<file path="config.mk">
export PLATFORM = sky130hd
export DESIGN_NAME = tc_pwm_channel
export DESIGN_NICKNAME = d
export VERILOG_FILES = /design/src/rtl/tcpwm_pkg.sv /design/src/rtl/tcpwm_prescaler.sv /design/src/rtl/tcpwm_counter.sv /design/src/rtl/tcpwm_out_unit.sv /design/src/rtl/tc_pwm_channel.sv
export SDC_FILE = /design/constraint.sdc
export NUM_CORES = 1
export LEC_CHECK = 0
export ABC_CLOCK_PERIOD_IN_PS = 2300
export CAP_MARGIN = 5
export CORE_MARGIN = 1.5
export CORE_UTILIZATION = 45
export CTS_CLUSTER_SIZE = 40
export DETAILED_ROUTE_END_ITERATION = 10
export GPL_ROUTABILITY_DRIVEN = 0
export REMOVE_ABC_BUFFERS = 1
export SLEW_MARGIN = 10
export SYNTH_ARGS = -nofsm -noshare
export SYNTH_HDL_FRONTEND = slang
export SYNTH_SLANG_ARGS = --single-unit
</file>
<file path="constraint.sdc">
create_clock -name clk -period 2.3 [get_ports clk]
set_clock_uncertainty 0.05 [all_clocks]
set_input_delay 0.23 -clock clk [delete_from_list [all_inputs] [get_ports clk]]
set_output_delay 0.23 -clock clk [all_outputs]
set_load 0.01 [all_outputs]
</file>
<file path="src/rtl/tcpwm_pkg.sv">
package tcpwm_pkg;

  typedef enum logic [1:0] {
    ACT_NONE = 2'b00,
    ACT_SET  = 2'b01,
    ACT_CLR  = 2'b10,
    ACT_TGL  = 2'b11
  } act_e;

  // clock select
  localparam int SEL_W   = 3;
  localparam int NUM_DIV = 4;
  localparam logic [SEL_W-1:0] SEL_SLOW = SEL_W'(NUM_DIV);
  localparam int PRE_W   = 2 * NUM_DIV - 1;

  // mode word action layout
  localparam int NUM_OUT    = 2;
  localparam int ACT_BASE   = 4;
  localparam int ACT_STRIDE = 6;
  localparam int MODE_W     = ACT_BASE + ACT_STRIDE * NUM_OUT;
  localparam int SLOT_OWN   = 0;
  localparam int SLOT_PER   = 1;
  localparam int SLOT_TRG   = 2;

  // command bits
  localparam int CMD_EN  = 0;
  localparam int CMD_DIS = 1;
  localparam int CMD_TRG = 2;

  // addresses
  localparam int ADDR_W = 3;
  localparam logic [ADDR_W-1:0] A_MODE = 3'd0;
  localparam logic [ADDR_W-1:0] A_DA   = 3'd1;
  localparam logic [ADDR_W-1:0] A_DB   = 3'd2;
  localparam logic [ADDR_W-1:0] A_PER  = 3'd3;
  localparam logic [ADDR_W-1:0] A_CMD  = 3'd4;

  function automatic logic apply_act(act_e a, logic cur);
    case (a)
      ACT_SET: return 1'b1;
      ACT_CLR: return 1'b0;
      ACT_TGL: return ~cur;
      default: return cur;
    endcase
  endfunction

  // log2 of the divisor for an internal clock select (1,3,5,7)
  function automatic int div_log2(logic [SEL_W-1:0] sel);
    return 2 * int'(sel) + 1;
  endfunction

  function automatic act_e act_field(logic [MODE_W-1:0] mode, int idx, int slot);
    return act_e'(mode[ACT_BASE + ACT_STRIDE * idx + 2 * slot +: 2]);
  endfunction

endpackage

</file>
<file path="src/rtl/tcpwm_prescaler.sv">
module tcpwm_prescaler
  import tcpwm_pkg::*;
(
  input  logic             clk,
  input  logic             rst_n,
  input  logic             en,
  input  logic             clr,
  input  logic [SEL_W-1:0] sel,
  input  logic             slow_tick,
  output logic             tick
);

  logic [PRE_W-1:0] pre_q;
  logic [PRE_W-1:0] mask;
  logic             src;

  always_ff @(posedge clk) begin
    if (!rst_n)   pre_q <= '0;
    else if (clr) pre_q <= '0;
    else          pre_q <= pre_q + 1'b1;
  end

  always_comb begin
    mask = '0;
    for (int b = 0; b < PRE_W; b++)
      if (b < div_log2(sel)) mask[b] = 1'b1;
  end

  always_comb begin
    if (sel < SEL_SLOW)       src = ((pre_q & mask) == mask);
    else if (sel == SEL_SLOW) src = slow_tick;
    else                      src = 1'b0;
    tick = en & ~clr & src;
  end

  // internal divisors are at least 2, so ticks never come back to back
  a_r2_no_back_to_back: assert property (@(posedge clk) disable iff (!rst_n)
    (tick && sel < SEL_SLOW) |=> (!tick || !$stable(sel)));

endmodule

</file>
<file path="src/rtl/tcpwm_counter.sv">
module tcpwm_counter #(
  parameter int CNT_W = 16,
  parameter int NCMP  = 2
) (
  input  logic                       clk,
  input  logic                       rst_n,
  input  logic                       tick,
  input  logic                       clr,
  input  logic [CNT_W-1:0]           per,
  input  logic [NCMP-1:0][CNT_W-1:0] duty,
  output logic [CNT_W-1:0]           cnt,
  output logic                       per_hit,
  output logic [NCMP-1:0]            duty_hit
);

  assign per_hit = tick & (cnt == per);

  for (genvar i = 0; i < NCMP; i++) begin : g_cmp
    assign duty_hit[i] = tick & (cnt == duty[i]);
  end

  always_ff @(posedge clk) begin
    if (!rst_n)       cnt <= '0;
    else if (clr)     cnt <= '0;
    else if (per_hit) cnt <= '0;
    else if (tick)    cnt <= cnt + 1'b1;
  end

  a_r4_wrap_to_zero: assert property (@(posedge clk) disable iff (!rst_n)
    (tick && !clr && cnt == per) |=> (cnt == '0));

endmodule

</file>
<file path="src/rtl/tcpwm_out_unit.sv">
module tcpwm_out_unit
  import tcpwm_pkg::*;
(
  input  logic clk,
  input  logic rst_n,
  input  logic trg,
  input  logic per_hit,
  input  logic own_hit,
  input  act_e act_own,
  input  act_e act_per,
  input  act_e act_trg,
  output logic out_q
);

  logic nxt;

  // priority: software trigger, then period compare, then duty compare
  always_comb begin
    if (trg)          nxt = apply_act(act_trg, out_q);
    else if (per_hit) nxt = apply_act(act_per, out_q);
    else if (own_hit) nxt = apply_act(act_own, out_q);
    else              nxt = out_q;
  end

  always_ff @(posedge clk) begin
    if (!rst_n) out_q <= 1'b0;
    else        out_q <= nxt;
  end

  a_r8_period_wins_set: assert property (@(posedge clk) disable iff (!rst_n)
    (per_hit && !trg && act_per == ACT_SET) |=> out_q);

  a_r9_trigger_clears: assert property (@(posedge clk) disable iff (!rst_n)
    (trg && act_trg == ACT_CLR) |=> !out_q);

  a_r5_hold_without_event: assert property (@(posedge clk) disable iff (!rst_n)
    (!trg && !per_hit && !own_hit) |=> $stable(out_q));

endmodule

</file>
<file path="src/rtl/tc_pwm_channel.sv">
module tc_pwm_channel
  import tcpwm_pkg::*;
#(
  parameter int CNT_W = 16
) (
  input  logic              clk,
  input  logic              rst_n,
  input  logic              slow_tick,
  input  logic              wr_en,
  input  logic [2:0]        wr_addr,
  input  logic [CNT_W-1:0]  wr_data,
  output logic              out_a,
  output logic              out_b,
  output logic [CNT_W-1:0]  count
);

  logic [MODE_W-1:0]                mode_q;
  logic [NUM_OUT-1:0][CNT_W-1:0]    duty_q;
  logic [CNT_W-1:0]                 per_q;
  logic                             clk_on;
  logic                             cmd_wr;
  logic                             trg;
  logic                             tick;
  logic                             per_hit;
  logic [NUM_OUT-1:0]               duty_hit;
  logic [NUM_OUT-1:0]               outs;

  assign cmd_wr = wr_en && (wr_addr == A_CMD);
  assign trg    = cmd_wr && wr_data[CMD_TRG];

  always_ff @(posedge clk) begin
    if (!rst_n) begin
      mode_q <= '0;
      duty_q <= '0;
      per_q  <= '0;
      clk_on <= 1'b0;
    end else if (wr_en) begin
      case (wr_addr)
        A_MODE: mode_q    <= wr_data[MODE_W-1:0];
        A_DA:   duty_q[0] <= wr_data;
        A_DB:   duty_q[1] <= wr_data;
        A_PER:  per_q     <= wr_data;
        A_CMD: begin
          if (wr_data[CMD_DIS])     clk_on <= 1'b0;
          else if (wr_data[CMD_EN]) clk_on <= 1'b1;
        end
        default: ;
      endcase
    end
  end

  tcpwm_prescaler u_pre (
    .clk       (clk),
    .rst_n     (rst_n),
    .en        (clk_on),
    .clr       (trg),
    .sel       (mode_q[SEL_W-1:0]),
    .slow_tick (slow_tick),
    .tick      (tick)
  );

  tcpwm_counter #(.CNT_W(CNT_W), .NCMP(NUM_OUT)) u_cnt (
    .clk      (clk),
    .rst_n    (rst_n),
    .tick     (tick),
    .clr      (trg),
    .per      (per_q),
    .duty     (duty_q),
    .cnt      (count),
    .per_hit  (per_hit),
    .duty_hit (duty_hit)
  );

  for (genvar i = 0; i < NUM_OUT; i++) begin : g_out
    tcpwm_out_unit u_out (
      .clk     (clk),
      .rst_n   (rst_n),
      .trg     (trg),
      .per_hit (per_hit),
      .own_hit (duty_hit[i]),
      .act_own (act_field(mode_q, i, SLOT_OWN)),
      .act_per (act_field(mode_q, i, SLOT_PER)),
      .act_trg (act_field(mode_q, i, SLOT_TRG)),
      .out_q   (outs[i])
    );
  end

  assign out_a = outs[0];
  assign out_b = outs[1];

  a_r9_trigger_restarts: assert property (@(posedge clk) disable iff (!rst_n)
    trg |=> (count == '0));

  a_r10_frozen_when_off: assert property (@(posedge clk) disable iff (!rst_n)
    (!clk_on && !trg) |=> $stable(count));

  a_r10_hold_when_off: assert property (@(posedge clk) disable iff (!rst_n)
    (!clk_on && !trg) |=> ($stable(out_a) && $stable(out_b)));

endmodule

</file>
# Word level (Yosys, flattened, before mapping)
# Cells that the tools add are included.
op_classes:
  div: 0
  shift: 0
  reduce_logical: 17
  add_sub_neg: 3
  bitwise_logic: 10
  n_mux: 23
  multipliers: 0
  eq_ne: 31
  order_cmp: 8
op_table:
  columns: ["op", "n"]
  rows:
  - ["$lt A4 B32 Y1 const A", 3]
  - ["$lt A3 B32 Y1 const A", 2]
  - ["$eq A16 B16 Y1", 3]
  - ["$lt A1 B32 Y1 const A", 1]
  - ["$lt A2 B32 Y1 const A", 1]
  - ["$eq A2 B2 Y1 const B", 12]
  - ["$pmux W1 S3", 6]
  - ["$mux W1", 17]
  - ["$add A16 B1 Y16 const B", 1]
  - ["$eq A2 B1 Y1 const B", 6]
  - ["$reduce_bool A5 Y1", 2]
  - ["$ne A4 B1 Y1 const B", 2]
  - ["$reduce_and A2 Y1", 4]
  - ["$reduce_and A4 Y1", 2]
  - ["$add A7 B1 Y7 const B", 1]
  - ["$and A7 B7 Y7", 1]
  - ["$eq A7 B7 Y1", 1]
  - ["$eq A3 B2 Y1 const B", 2]
  - ["$eq A3 B3 Y1 const B", 2]
  - ["$reduce_bool A3 Y1", 2]
  - ["$add A4 B1 Y5 const B", 1]
  - ["$and A1 B1 Y1", 5]
  - ["$ne A5 B2 Y1 const B", 1]
  - ["$ne A5 B5 Y1 const B", 1]
  - ["9 further kinds", 13]
word_totals:
  out_inout_bits: 18
  latchBits: 0
  ramBits: 0
  mem_bits_ro: 0
  regBits: 90
  input_bits: 23
  memories: 0

# Longest topological paths before layout
logic_depth:
  depth_word: 11
  depth_mapped: 8
  mapped_depth_nobuf: 8

# Cells and area by module
# Synthesis repeated with hierarchy kept, for this count alone.
hier_totals:
  cells_unflattened: 482
  area_unflattened_um2: 4139.0
by_module_without_submodules:
  columns: ["module", "area_each_um2", "cells_per_inst", "n_inst"]
  rows:
  - ["tc_pwm_channel", 2332.2, 269, 1]
  - ["tcpwm_counter", 1316.3, 158, 1]
  - ["tcpwm_prescaler", 317.8, 35, 1]
  - ["tcpwm_out_unit", 86.3, 10, 2]

# Least setup slack after synthesis
# OpenSTA, ideal clock, no wires.
synth_timing:
  kind: "reg2reg"
  startpoint: "reg u_cnt.cnt[0]"
  endpoint: "reg g_out[1].u_out.out_q"
  path_buffers: 1
  setup_slack_ps: 272
  arrival_time_ps: 1862
  synth_period_minus_slack_ps: 2028
  required_time_ps: 2134
  stages_incl_launch_ff: 9
  setup_ps: 116
  path_cell_list: "dfxtp_1 clkbuf_1 xor2_1 nor4_4 nand4_2 or2_4 mux2_1 mux2i_1 nor2b_1"
synth_between:
  elab_chain_len: 4
  elab_cells_between_ends: 10
  cone_classes: "3 x eq/ne; 2 x mux; 2 x bitwise; 3 x reduce/logical"
synth_rtl:
  columns: ["item", "line_no", "text"]
  rows:
  - ["start: declaration", "tcpwm_counter.sv:11", "output logic [CNT_W-1:0] cnt,"]
  - ["start signal: assignment", "tcpwm_counter.sv:26", "else if (tick) cnt <= cnt + 1'b1;"]
  - ["$eq A16 B16 Y1 (on tied branches)", "tcpwm_counter.sv:16, tcpwm_counter.sv:19", null]
  - ["$and A1 B1 Y1 (on tied branches)", "tcpwm_counter.sv:16, tcpwm_counter.sv:19", null]
  - ["$ne A5 B2 Y1 (no line), or another cell as far along", null, null]
  - ["$reduce_and A4 Y1 (no line) / $mux W1 (equally long branches)", null, null]
  - ["end signal: assignment", "tcpwm_out_unit.sv:27", "else out_q <= nxt;"]
  - ["end: declaration", "tcpwm_out_unit.sv:12", "output logic out_q"]
# Several ways; a longest one is shown, not always the timed one.
# A chain may end at the register's enable or synchronous reset.

# Worst setup path in the final report
layout_timing:
  startpoint: "reg u_cnt.cnt[14]"
  endpoint: "reg g_out[0].u_out.out_q"
layout_between:
  elab_chain_len: 4
  elab_cells_between_ends: 10
  cone_classes: "3 x eq/ne; 2 x mux; 2 x bitwise; 3 x reduce/logical"
layout_rtl:
  columns: ["item", "line_no"]
  rows:
  - ["$eq A16 B16 Y1 (on tied branches)", "tcpwm_counter.sv:16, tcpwm_counter.sv:19"]
  - ["$and A1 B1 Y1 (on tied branches)", "tcpwm_counter.sv:16, tcpwm_counter.sv:19"]
  - ["$ne A5 B5 Y1 (no line), or another cell as far along", null]
  - ["$reduce_and A4 Y1 (no line) / $mux W1 (equally long branches)", null]
  - ["end signal: assignment", "tcpwm_out_unit.sv:27"]
  - ["end: declaration", "tcpwm_out_unit.sv:12"]
# Several ways; a longest one is shown, not always the timed one.

==> reports/results.ini <==
[synthesis]
ys.flop_type = dfxtp_1
yosysUniqueCellTypes = 44
synth_top_area_cell = dfxtp_1
yosys_warnings = 0
ys_seq_elements = 89
yosys-top-cells-area = dfxtp_1 40%, nand2_1 12%, xor2_1 11%
syn_avg_cell_area_um2 = 8.431
yosysSeqAreaShare = 0.4002
synthDominantCellAreaShare = 0.4002
syn_area_mm2 = 0.004452
async_reset_ff_frac = 0
synth_edf_count = 0
synth_cells = 528

[pwr]
vdd_ir_drop_max_v = 0.0002861
static-leakage-power_nw = 2.232
powerDensity_mw_per_mm2 = 559.6

[global_routing]
grt_pass1_wl_mm = 18.14
grt_start_max_net_pins = 41
track_usage = 0.2333
antenna_found_initial = 0
grt_pass1_vias = 3424
grt.overflow.total = 0

[final_layout]
fin_cells = 714
antenna_cells = 0
final_nets = 613
num-fill-cells = 962
drive_gt1_frac = 0.09983
multi_input_area_mm2 = 0.002451
synthToLayoutAreaGrowth_pct = 19.53
ff_latch_area_mm2 = 0.001782

[floorplanning]
die_w_um = 102.5
die_y_um = 102.5
core_mm2 = 0.009684
initial_utilization = 0.4597
row_count = 36
dieArea_mm2 = 0.01050
io_pins = 41

[worst_setup_path]
startpoint = u_cnt.cnt[14]
required_ns = 2.50
critPathKind = register to register
crit_arrival_ns = 2.38
r2r_start = u_cnt.cnt[14]
startpoint_type = register
crit_fanout = 4
endpoint_kind = register

[detailed_routing]
vias = 3617
drt_pass1_iterations = 4
viasPerCell = 5.066
ant_nets = 0
drc = 0
avgRoutedWirePerCell_um = 16.02
wirelength_mm = 11.44
drtIter0Drc = 129

[sta]
fmax_mhz = 459.9
slew_headroom = 0.5339
tightest_slew_ns = 0.6991
rsz0062_at_grt = no
fin_crit_sh = 0.9453
maxSlewViolCount = 0
fin_crit_ns = 2.174
hold_viol_final = 0
fin_hold_ws_ns = 0.3842
report.final.setup_viol = 0

[cts]
root_buffer = clkbuf_8
cts_resized = 0
insertion_delay_ns = 0.36
cts_buffer_depth = 2
numCtsBuffers = 9
ctsHoldBuffers = 0
postCtsSetupBuffers = 0
clock-sinks = 89
htree_levels = 3
cts_tree = yes
clk_pin_slew_ns = 0.09

[run_status]
status = complete, no violations

[placement]
io_buffers = 40
place_inst = 700
dp_hpwl_mm = 8.483

[run]
cap_violations = 0

[min_path]
hold_path.startpoint = rst_n
hp-class = primary input to register

## metal layers
| metal | up-vias | track usage | part of all wire |
|---|---|---|---|
| met3 | 9 | 0.03488 | 0.040 |
| li1 | 1831 | - | - |
| met1 | 1704 | 0.3291 | 0.49 |
| met2 | 73 | 0.3724 | 0.46 |
| met4 | 0 | 0.06322 | 0.0089 |
| met5 | - | 0 | 0 |
## synthesized netlist by cell type, drive strengths merged (3+ instances only)
master / instances
ha: 12
dfxtp: 89
nor2: 27
mux2i: 3
nand2: 142
a21boi: 65
nor4: 10
and3: 8
xor2: 57
nand4: 5
buf: 12
nor2b: 4
clkbuf: 24
nor3: 3
nand3: 14
inv: 11
a21oi: 5
xnor2: 10
## per-stage QoR
step	power, mW	utilization	setup slack, ns	cell area, um2	TNS [ns]
floorplan	1.737	-	0.3143	4274	0
global placement	1.869	0.5291	0.03245	5124	0
detailed placement	1.872	0.5291	-0.08708	5124	-0.09005
CTS	3.007	0.5495	0.1433	5321	0
global route	3.090	0.5495	0.02958	5321	0
finish	2.978	0.5495	0.1257	5321	0
## layout make-up
cell class              count  area share
clock buffers              10     0.02398
clock inverters             4     0.01317
inverters                  11    0.007759
multi-input cells         392      0.4606
flip-flops and latches     89      0.3348
well taps                 133     0.03127
repair buffers             75      0.1284
## placed cells by master (no fill, tap or decap), drive strengths merged, types with 4 or more instances in the layout
cell type	instances
ha	12
nand3	14
a21oi	5
clkbuf	10
nand2	142
nor2	27
xnor2	10
inv	11
clkdlybuf4s50	39
and3	8
xor2	57
buf	36
dfxtp	89
nor2b	4
nor4	10
a21boi	65
nand4	5
## critical path: stages (launching register included)
cell and delay, ns:
dfxtp_1 0.51, xor2_1 0.15, nor4_1 0.34, nand4_1 0.12
o41ai_1 0.36, o311a_1 0.27, o221ai_1 0.13, o311a_1 0.14
## report_power, final
part           switching [mW]  leakage [nW]  internal, mW
combinational           0.130          1.41         0.113
sequential             0.0247         0.720          1.57
clock                   0.545         0.102         0.597
## sequential cells by signal, indices dropped and copies added, names as in the netlist
name,cells
duty_q,32
per_q,16
u_cnt.cnt,16
mode_q,15
u_pre.pre_q,7
g_out.u_out.out_q,2
clk_on,1
## worst paths after layout
path                                        endpoint  slack, ns  cells past startpoint
worst max-delay path            g_out[0].u_out.out_q       0.13                      7
worst min-delay path                          clk_on       0.38                      3
worst max register to register  g_out[0].u_out.out_q       0.13                      7
worst min register to register              per_q[1]       0.43                      2
## logic make-up after synthesis
logic type	share of synthesized area
xor gates and xnor gates	0.1318
adders and majority gates	0.03373
AOI/OAI and AO/OA	0.1498
muxes	0.009275
and+or+nand+nor	0.2260
buffers and inverters	0.04918
DFF	0.4002
No activity file was read; power rests on OpenSTA's default activity.
